### config.mk
export PLATFORM = sky130hd
export DESIGN_NAME = bo_ctrl
export DESIGN_NICKNAME = d
export VERILOG_FILES = /design/src/rtl/bo_pkg.sv /design/src/rtl/bo_lfsr.sv /design/src/rtl/bo_attempt.sv /design/src/rtl/bo_slot_timer.sv /design/src/rtl/bo_ctrl.sv
export SDC_FILE = /design/constraint.sdc
export NUM_CORES = 1
export LEC_CHECK = 0
export CORE_MARGIN = 1.5
export CORE_UTILIZATION = 53
export CTS_CLUSTER_DIAMETER = 150
export CTS_CLUSTER_SIZE = 40
export DETAILED_ROUTE_END_ITERATION = 8
export PLACE_DENSITY = 0.81
export SETUP_SLACK_MARGIN = 0.02
export SLEW_MARGIN = 30
export SYNTH_ARGS = -nofsm -noshare
export SYNTH_HDL_FRONTEND = slang
export SYNTH_SLANG_ARGS = --single-unit
### constraint.sdc
create_clock -name clk -period 2.8 [get_ports clk]
set_input_delay 0.56 -clock clk [delete_from_list [all_inputs] [get_ports clk]]
set_output_delay 0.56 -clock clk [all_outputs]
set_load 0.005 [all_outputs]
### src/rtl/bo_pkg.sv
package bo_pkg;

    typedef enum logic [1:0] {
        BO_STD       = 2'b00,
        BO_CAPPED    = 2'b01,
        BO_BUFAWARE  = 2'b10,
        BO_IMMEDIATE = 2'b11
    } bo_mode_e;

    localparam int            LFSR_W    = 16;
    localparam logic [15:0]   LFSR_SEED = 16'hACE1;
    localparam logic [15:0]   LFSR_TAPS = 16'hB400;
    localparam int            CAP_EXP   = 2;

    typedef struct packed {
        logic        drop;
        logic [15:0] slots;
    } bo_decision_t;

    function automatic logic [15:0] lfsr_step(input logic [15:0] s);
        return {1'b0, s[15:1]} ^ (s[0] ? LFSR_TAPS : 16'h0000);
    endfunction

    function automatic int unsigned window_exp(input bo_mode_e m, input logic full,
                                               input int unsigned n, input int unsigned limit);
        int unsigned std_e;
        std_e = (n > limit) ? limit : n;
        case (m)
            BO_STD:      return std_e;
            BO_CAPPED:   return (n <= CAP_EXP) ? n : CAP_EXP;
            BO_BUFAWARE: return full ? 0 : std_e;
            default:     return 0;
        endcase
    endfunction

endpackage

### src/rtl/bo_lfsr.sv
module bo_lfsr
    import bo_pkg::*;
#(
    parameter logic [15:0] SEED = LFSR_SEED
) (
    input  logic        clk,
    input  logic        rst,
    output logic [15:0] state
);
    always_ff @(posedge clk) begin
        if (rst) state <= SEED;
        else     state <= lfsr_step(state);
    end
endmodule

### src/rtl/bo_attempt.sv
module bo_attempt
    import bo_pkg::*;
#(
    parameter int MAX_ATTEMPTS = 16,
    parameter int EXP_LIMIT    = 10
) (
    input  logic         clk,
    input  logic         rst,
    input  logic         collision,
    input  logic         tx_start,
    input  logic         frame_done,
    input  logic         buf_full,
    input  logic         no_drop,
    input  bo_mode_e     mode,
    input  logic [15:0]  rnd,
    output bo_decision_t dec
);
    localparam int CW = $clog2(MAX_ATTEMPTS + 1);

    logic [CW-1:0]        cnt_q;
    logic [CW-1:0]        cnt_next;
    logic [EXP_LIMIT:0]   pow2;
    logic [EXP_LIMIT-1:0] mask;
    int unsigned          e;

    always_comb begin
        cnt_next = (cnt_q == CW'(MAX_ATTEMPTS)) ? cnt_q : cnt_q + 1'b1;
        e        = window_exp(mode, buf_full, int'(cnt_next), EXP_LIMIT);
        pow2     = (EXP_LIMIT + 1)'(1) << e;
        mask     = EXP_LIMIT'(pow2 - 1'b1);
        dec.drop = (cnt_next == CW'(MAX_ATTEMPTS)) && !no_drop;
        dec.slots = 16'(rnd[EXP_LIMIT-1:0] & mask);
    end

    always_ff @(posedge clk) begin
        if (rst || tx_start || frame_done) cnt_q <= '0;
        else if (collision)                cnt_q <= dec.drop ? '0 : cnt_next;
    end
endmodule

### src/rtl/bo_slot_timer.sv
module bo_slot_timer #(
    parameter int SLOT_BITS = 512,
    parameter int SLOT_W    = 10
) (
    input  logic              clk,
    input  logic              rst,
    input  logic              load,
    input  logic [SLOT_W-1:0] load_slots,
    input  logic              tick,
    output logic              active,
    output logic              done
);
    localparam int TW = (SLOT_BITS > 1) ? $clog2(SLOT_BITS) : 1;
    localparam logic [TW-1:0] T_LAST = TW'(SLOT_BITS - 1);

    logic [TW-1:0]     tcnt;
    logic [SLOT_W-1:0] left;

    always_ff @(posedge clk) begin
        if (rst) begin
            active <= 1'b0;
            done   <= 1'b0;
            tcnt   <= '0;
            left   <= '0;
        end else begin
            done <= 1'b0;
            if (load) begin
                tcnt <= '0;
                left <= load_slots;
                if (load_slots == '0) begin
                    active <= 1'b0;
                    done   <= 1'b1;
                end else begin
                    active <= 1'b1;
                end
            end else if (active && tick) begin
                if (tcnt == T_LAST) begin
                    tcnt <= '0;
                    left <= left - 1'b1;
                    if (left == SLOT_W'(1)) begin
                        active <= 1'b0;
                        done   <= 1'b1;
                    end
                end else begin
                    tcnt <= tcnt + 1'b1;
                end
            end
        end
    end
endmodule

### src/rtl/bo_ctrl.sv
module bo_ctrl
    import bo_pkg::*;
#(
    parameter int SLOT_BITS    = 512,
    parameter int MAX_ATTEMPTS = 16,
    parameter int EXP_LIMIT    = 10
) (
    input  logic       clk,
    input  logic       rst,
    input  logic       bit_tick,
    input  logic       collision,
    input  logic       tx_start,
    input  logic       frame_done,
    input  logic       buf_full,
    input  logic [1:0] mode,
    input  logic       no_drop,
    output logic       bo_done,
    output logic       frame_drop,
    output logic       bo_active
);
    logic [15:0]  rnd;
    bo_decision_t dec;
    logic         drop_q;

    bo_lfsr u_lfsr (.clk(clk), .rst(rst), .state(rnd));

    bo_attempt #(.MAX_ATTEMPTS(MAX_ATTEMPTS), .EXP_LIMIT(EXP_LIMIT)) u_attempt (
        .clk(clk), .rst(rst), .collision(collision), .tx_start(tx_start),
        .frame_done(frame_done), .buf_full(buf_full), .no_drop(no_drop),
        .mode(bo_mode_e'(mode)), .rnd(rnd), .dec(dec)
    );

    bo_slot_timer #(.SLOT_BITS(SLOT_BITS), .SLOT_W(EXP_LIMIT)) u_timer (
        .clk(clk), .rst(rst), .load(collision && !dec.drop),
        .load_slots(dec.slots[EXP_LIMIT-1:0]), .tick(bit_tick),
        .active(bo_active), .done(bo_done)
    );

    always_ff @(posedge clk) begin
        if (rst) drop_q <= 1'b0;
        else     drop_q <= collision && dec.drop;
    end
    assign frame_drop = drop_q;
endmodule

==> run_results.csv, run 1 <==
group,metric,value,unit
place,gp_congestion,0.857,
sta,hold_ws,0.419,ns
worst_setup_path,cp-end-kind,"flip-flop",
worst_setup_path,arrival,3.05,ns
logic_synthesis,synth-seq-area-share,36.4,%
logic_synthesis,synthesis.area,2370,µm²
logic_synthesis,yosys.area.top_type_share,36.4,%
worst_setup_path,worstPathRequired,3.01,ns
drt,routed_wl,5.90,mm
logic_synthesis,synth-seq-cells,43,
worst_hold_path,hold_depth,1,
final_layout,final_cell_area,3080,µm²
logic_synthesis,async_flop_share,0,%
drt,vias,2204,
floorplanning,fp.dieW,69.8,µm
global_routing,grt_pass1_vias,2012,
drt,antenna_left,0,
pwr,leakage,1.19,nW
drt,dr.first_iter.drc_count,144,
worst_setup_path,path_max_fanout,7,
place,dpl_cell_area,2790,µm²
clocking,cts.reportedPaths.clkPinSlew,0.08,ns
sta,period_needed,2.83,ns
sta,tns,-0.0502,ns
sta,setup_ws,-0.0328,ns
final_layout,drive_above_1_share,29.8,%
global_routing,grt_pass1_wl,9.26,mm
pwr,vdd_ir_drop_max,0.429,mV
logic_synthesis,yosysWarnings,0,
clocking,numCtsBuffers,5,
drt,drt_first_pass_iters,4,
floorplanning,die_h,69.8,µm
job,drv_cap,0,
clocking,cts-root-buf,"clkbuf_8",
clocking,clkSinkCount,43,
sta,tightest_slew,0.454,ns
logic_synthesis,avgSynthCellArea,8.34,µm²
global_routing,overflow,0,
drt,wire_per_inst,15.4,µm
worst_setup_path,rr_worst_depth,12,
sta,fin_crit_sh,101,%
logic_synthesis,syn-num-nets,302,
floorplanning,initial_core_util,54.7,%
sta,hold_viol,0,
floorplanning,core,4320,µm²
pwr,p_per_area,401,nW/µm²
final_layout,layout.nets,350,
sta,fmax,0.353,GHz
floorplanning,num_rows,24,
logic_synthesis,synth_top_area_cell,"dfxtp_1",
clocking,htree_num_levels,2,
worst_setup_path,critical_path.startpoint_type,"flip-flop",
logic_synthesis,synth_most_common_cell,"dfxtp_1",
worst_setup_path,critPathKind,"reg -> reg",
final_layout,n_antenna_cell,0,
worst_hold_path,hp-class,"reg -> reg",
sta,setup_viol,2,
place,dp_hpwl,4.08,mm
drt,viasPerCell,5.74,
place,dp_slack,-0.557,ns
sta,max_slew_margin,69.3,%
global_routing,antenna_found_initial,0,
logic_synthesis,synthTopCellsByArea,"dfxtp_1, xnor2_1, nor2_1, nand2_1, ha_1",
logic_synthesis,synth_commonest_cells,"dfxtp_1, nor2_1, nand2_1",
global_routing,grt_usage,23.8,%
clocking,clock_latency,0.29,ns
logic_synthesis,synth_cell_types,55,
logic_synthesis,synth_edf_count,0,
place,port_buffers,12,
run_status,violations,"setup timing",
drt,drc,0,
sta,grt_setup_unrepaired,"yes",
floorplanning,io_pins,13,
clocking,clk_path_buf_depth,2,
run_status,status,"complete, but fails checks",
clocking,cts_tree,"done",
final_layout,syn_to_final_growth,30.1,%
sta,finClkSkew,0.0102,ns
floorplanning,fp.dieArea,4880,µm²
global_routing,grt_max_degree,23,
sta,finalMaxSlewViolations,0,
logic_synthesis,syn_inst,284,
logic_synthesis,synth_top_flop_cell,"dfxtp_1",
## kinds of logic after synthesis
logic type	count (synthesis)	synth area share, %
buffers and inverters	23	4.44
AND/OR/NAND/NOR	126	27.9
adder cells (fa/ha/maj)	8	4.23
AO/OA/AOI/OAI	59	17.7
multiplexers	2	0.846
flip-flops	43	36.4
XOR/XNOR	23	8.51
## worst max-delay path, stage by stage (launching register included)
cell	delay, ns
dfxtp_4	0.39
ha_4	0.22
and4_4	0.27
o21bai_1	0.10
o31a_1	0.28
a211o_1	0.31
ha_4	0.18
buf_4	0.13
buf_4	0.13
nor3_2	0.21
o21ai_2	0.11
and3_4	0.18
a311oi_1	0.24
## layout make-up
type,instances,area [µm²]
clock inverters,2,13.8
flip-flops and latches,43,873
well taps,52,65.1
inverters,8,32.5
fillers,311,1240
clock buffers,5,68.8
multi-input cells,218,1570
repair buffers,56,459
## path summary, 6_finish.rpt
path / startpoint / slack, ns / end
worst min register to register: u_lfsr.state[12]$_SDFF_PP0_ / 0.42 / u_lfsr.state[11]$_SDFF_PP1_
worst min-delay path: u_lfsr.state[12]$_SDFF_PP0_ / 0.42 / u_lfsr.state[11]$_SDFF_PP1_
worst max-delay path: u_attempt.cnt_q[1]$_SDFFE_PP0P_ / -0.03 / u_timer.active$_SDFFE_PP0P_
worst max register to register: u_attempt.cnt_q[1]$_SDFFE_PP0P_ / -0.03 / u_timer.active$_SDFFE_PP0P_
## cells in the final DEF (no fill, tap or decap), drive strengths merged, types with 4 or more instances in the layout
cell and count:
a211oi 10, inv 8, clkbuf 5, o21ai 7
or2 6, dfxtp 43, nor3 9, ha 8
nand2 27, nor2 31, buf 44, nand2b 5
nand3b 5, nand4 5, xor2 8, nand3 7
nor2b 10, xnor2 15, a21oi 15, and2 4
clkdlybuf4s50 10
## registers in the layout (all words and copies together) (netlist names)
signal	flops
u_lfsr.state	16
u_timer.left	10
u_timer.tcnt	9
u_attempt.cnt_q	5
frame_drop	1
u_timer.active	1
u_timer.done	1
## what timing repair did
| item | in CTS | in global routing |
|---|---|---|
| hold buffers | 0 | 0 |
| resized for setup | 14 | 27 |
| endpoints found under the setup margin | 6 | 7 |
| gates cloned | 0 | 0 |
| setup buffers | 3 | 5 |
| pin swaps | 6 | 11 |
## routing by layer
metal  share of wire [%]  global-route usage (%)  up-vias  routed length (µm)
met5                   0                       0        -                   0
met4                 1.4                    6.62        0                  80
met3                 4.3                    6.69        9                 255
met2                  49                    38.0       56                2870
met1                  46                    31.6     1041                2700
li1                    -                       -     1098                   -
## per-stage QoR
stage / cells / util [%] / total power [mW]
after floorplan: 284 / - / 0.773
after global placement: 369 / 64.5 / 0.843
after detailed placement: 369 / 64.5 / 0.848
after CTS: 379 / 67.9 / 1.22
after global routing: 384 / 71.2 / 1.30
final: 384 / 71.2 / 1.24
## where the power goes
group          internal (mW)  switching, mW  leakage (nW)
Clock                  0.170          0.205        0.0440
Combinational          0.108         0.0950         0.786
Sequential             0.636         0.0216         0.357
Note: power is estimated with default switching activity, not from simulation.
==> inputs of run 2 (changes only) <==
--- a/config.mk
+++ b/config.mk
@@ -10,6 +10,8 @@
 export CTS_CLUSTER_DIAMETER = 150
 export CTS_CLUSTER_SIZE = 40
 export DETAILED_ROUTE_END_ITERATION = 8
+export GPL_TIMING_DRIVEN = 0
+export MAX_ROUTING_LAYER = met4
 export PLACE_DENSITY = 0.81
 export SETUP_SLACK_MARGIN = 0.02
 export SLEW_MARGIN = 30
==> run 2 against run 1 <==
Net effect: the run still ends with setup timing left; register-to-register slack got worse by 0.03 ns; sequential cell count unchanged; final cell count decreased by 1.6%; clock-buffer cell count increased by 1; non-clock buffer count decreased by 7; sequential power decreased by 0.6%; combinational power increased by 5%; clock skew decreased by 0.0029 ns; fmax decreased by 2.2%; largest power group unchanged.
==> run_results.csv, run 2 (synthesis results as in run 1) <==
group,metric,value,unit
pwr,p_total,1.36,mW
global_routing,grt_max_degree,14,
clocking,htree_num_levels,2,
sta,max_slew_margin,63.6,%
pwr,leakage,1.16,nW
final_layout,largest_register,"u_lfsr.state",
place,dpl_cell_area,2590,µm²
worst_setup_path,path_max_fanout,4,
global_routing,antenna_found_initial,0,
drt,wire_per_inst,15.5,µm
drt,routed_wl,5.87,mm
global_routing,grt_pass1_wl,9.38,mm
sta,setup_ws,-0.0979,ns
final_layout,largest_register_ffs,16,
final_layout,instances_no_fill,378,
global_routing,overflow,0,
floorplanning,num_rows,24,
final_layout,syn_to_final_growth,30.5,%
sta,period_needed,2.90,ns
worst_setup_path,critical_path.startpoint_type,"primary input",
floorplanning,core,4320,µm²
sta,fmax,0.345,GHz
worst_setup_path,cp_slowest_stage_delay,0.50,ns
worst_setup_path,slowest_stage,"clkdlybuf4s50_1",
job,drv_cap,0,
drt,dr.first_iter.drc_count,221,
sta,hold_viol,0,
final_layout,final_cell_mix,"dfxtp_1, nor2_1, nand2_1",
sta,finalMaxSlewViolations,0,
place,gp_congestion,0.903,
run_status,status,"complete, but fails checks",
worst_setup_path,crit_family,"compound AO/OA/AOI/OAI gates",
clocking,numCtsBuffers,5,
global_routing,grt_usage,24.7,%
final_layout,final_cell_area,3090,µm²
worst_setup_path,path_cells,"clkdlybuf4s50_1 -> a211oi_1 -> nand3_1 -> a21oi_2 -> buf_6 -> nand3_4 -> ha_4 -> or4b_4 -> o211ai_1 -> nor2_1 -> a311oi_2",
clocking,cts.reportedPaths.clkPinSlew,0.08,ns
clocking,cts_tree,"done",
floorplanning,die_h,69.8,µm
global_routing,grt_pass1_vias,2074,
floorplanning,io_pins,13,
worst_setup_path,worstPathRequired,3.02,ns
clocking,clkSinkCount,43,
final_layout,layout.nets,343,
clocking,cts-root-buf,"clkbuf_8",
sta,grt_setup_unrepaired,"yes",
clocking,clock_latency,0.30,ns
final_layout,n_antenna_cell,0,
place,dp.cells,347,
sta,hold_ws,0.416,ns
drt,vias,2207,
drt,drc,0,
place,port_buffers,11,
worst_setup_path,critPathKind,"in -> reg",
sta,tightest_slew,0.546,ns
sta,setup_viol,3,
run_status,violations,"setup timing",
worst_hold_path,hp-class,"reg -> reg",
sta,fin_crit_sh,103,%
clocking,clk_path_buf_depth,2,
final_layout,drive_above_1_share,26.7,%
place,dp_hpwl,3.76,mm
sta,tns,-0.279,ns
worst_setup_path,cp-end-kind,"flip-flop",
floorplanning,initial_core_util,54.7,%
drt,drt_first_pass_iters,4,
drt,viasPerCell,5.84,
worst_setup_path,arrival,3.12,ns
worst_setup_path,crit_buf_inv,2,
clocking,cts_hold_buffers,0,
final_layout,final_common_cell,"dfxtp_1",
sta,finClkSkew,0.00730,ns
pwr,p_per_area,440,nW/µm²
pwr,vdd_ir_drop_max,0.315,mV
drt,antenna_left,0,
final_layout,reg_top3,"u_lfsr.state: 16 flops, u_timer.left: 10 flops, u_timer.tcnt: 9 flops",
floorplanning,fp.dieArea,4880,µm²
floorplanning,fp.dieW,69.8,µm
run 2: changes by cell type in the layout (fill, tap and decap cells not counted), moves of 2 or more:
cell      previous run  this run
buf_2                0         2
nor2_2               2         0
a211oi_2             4         1
a211oi_1             6         9
clkbuf_1             0         6
buf_6                2         4
nor2_1              29        31
inv_2                2         0
buf_4               42        25
inv_1                5         7
run 2: metrics by stage:
step                utilization, %  setup WS (ns)
floorplan                        -        0.00740
global placement              59.9         -0.763
detailed placement            59.9         -0.781
CTS                           68.2        -0.0836
global route                  71.4         -0.177
finish                        71.4        -0.0979
run 2: worst register-to-register path, delay by kind of cell, from the launching register on:
| family | cells | cell delay, ns |
|---|---|---|
| AOI/OAI and AO/OA | 4 | 0.84 |
| DFF | 1 | 0.37 |
| buffers and inverters | 3 | 0.31 |
| and+or+nand+nor | 4 | 0.81 |
| adders and majority gates | 2 | 0.46 |
run 2: cell type report:
type	instances	area, µm²
multi-input cells	218	1630
fillers	317	1230
flip-flops and latches	43	872
repair buffers	36	297
clock buffers	6	82.6
plain buffers	13	77.6
well taps	52	65.1
clock inverters	2	35.0
inverters	8	32.5
run 2: routing by layer:
layer | wire length [µm] | GRT usage, %
met1 | 2490 | 30.0
met2 | 2910 | 37.9
met4 | 201 | 14.1
met3 | 264 | 5.38
met5 | 0 | -
run 2: what timing repair did:
| action | 4_1_cts | 5_1_grt |
|---|---|---|
| buffers inserted | 14 | 11 |
| hold endpoints to repair | 0 | 0 |
| cloned | 0 | 0 |
| gates resized for setup | 27 | 21 |
| setup endpoints to repair | 6 | 7 |
| pin swaps | 24 | 17 |
run 2: power by group:
group / switching [mW] / internal [mW] / leakage [nW]
registers: 0.0174 / 0.636 / 0.356
logic: 0.104 / 0.109 / 0.739
clock network: 0.206 / 0.288 / 0.0612
run 2: worst paths after layout:
kind                              startpoint                          end  slack [ns]  cells after the start
min              u_lfsr.state[12]$_SDFF_PP0_  u_lfsr.state[11]$_SDFF_PP1_        0.42                      1
max                                  mode[1]  u_timer.active$_SDFFE_PP0P_        -0.1                     11
max reg2reg  u_attempt.cnt_q[0]$_SDFFE_PP0P_  u_timer.active$_SDFFE_PP0P_       -0.06                     13
min reg2reg      u_lfsr.state[12]$_SDFF_PP0_  u_lfsr.state[11]$_SDFF_PP1_        0.42                      1
==> inputs of run 3 (changes only) <==
--- a/config.mk
+++ b/config.mk
@@ -8,7 +8,7 @@
 export CORE_MARGIN = 1.5
 export CORE_UTILIZATION = 53
 export CTS_CLUSTER_DIAMETER = 150
-export CTS_CLUSTER_SIZE = 40
+export CTS_CLUSTER_SIZE = 8
 export DETAILED_ROUTE_END_ITERATION = 8
 export GPL_TIMING_DRIVEN = 0
 export MAX_ROUTING_LAYER = met4
==> results of run 3 <==
The final DEF is identical to that of run 2; final timing and power are the same.
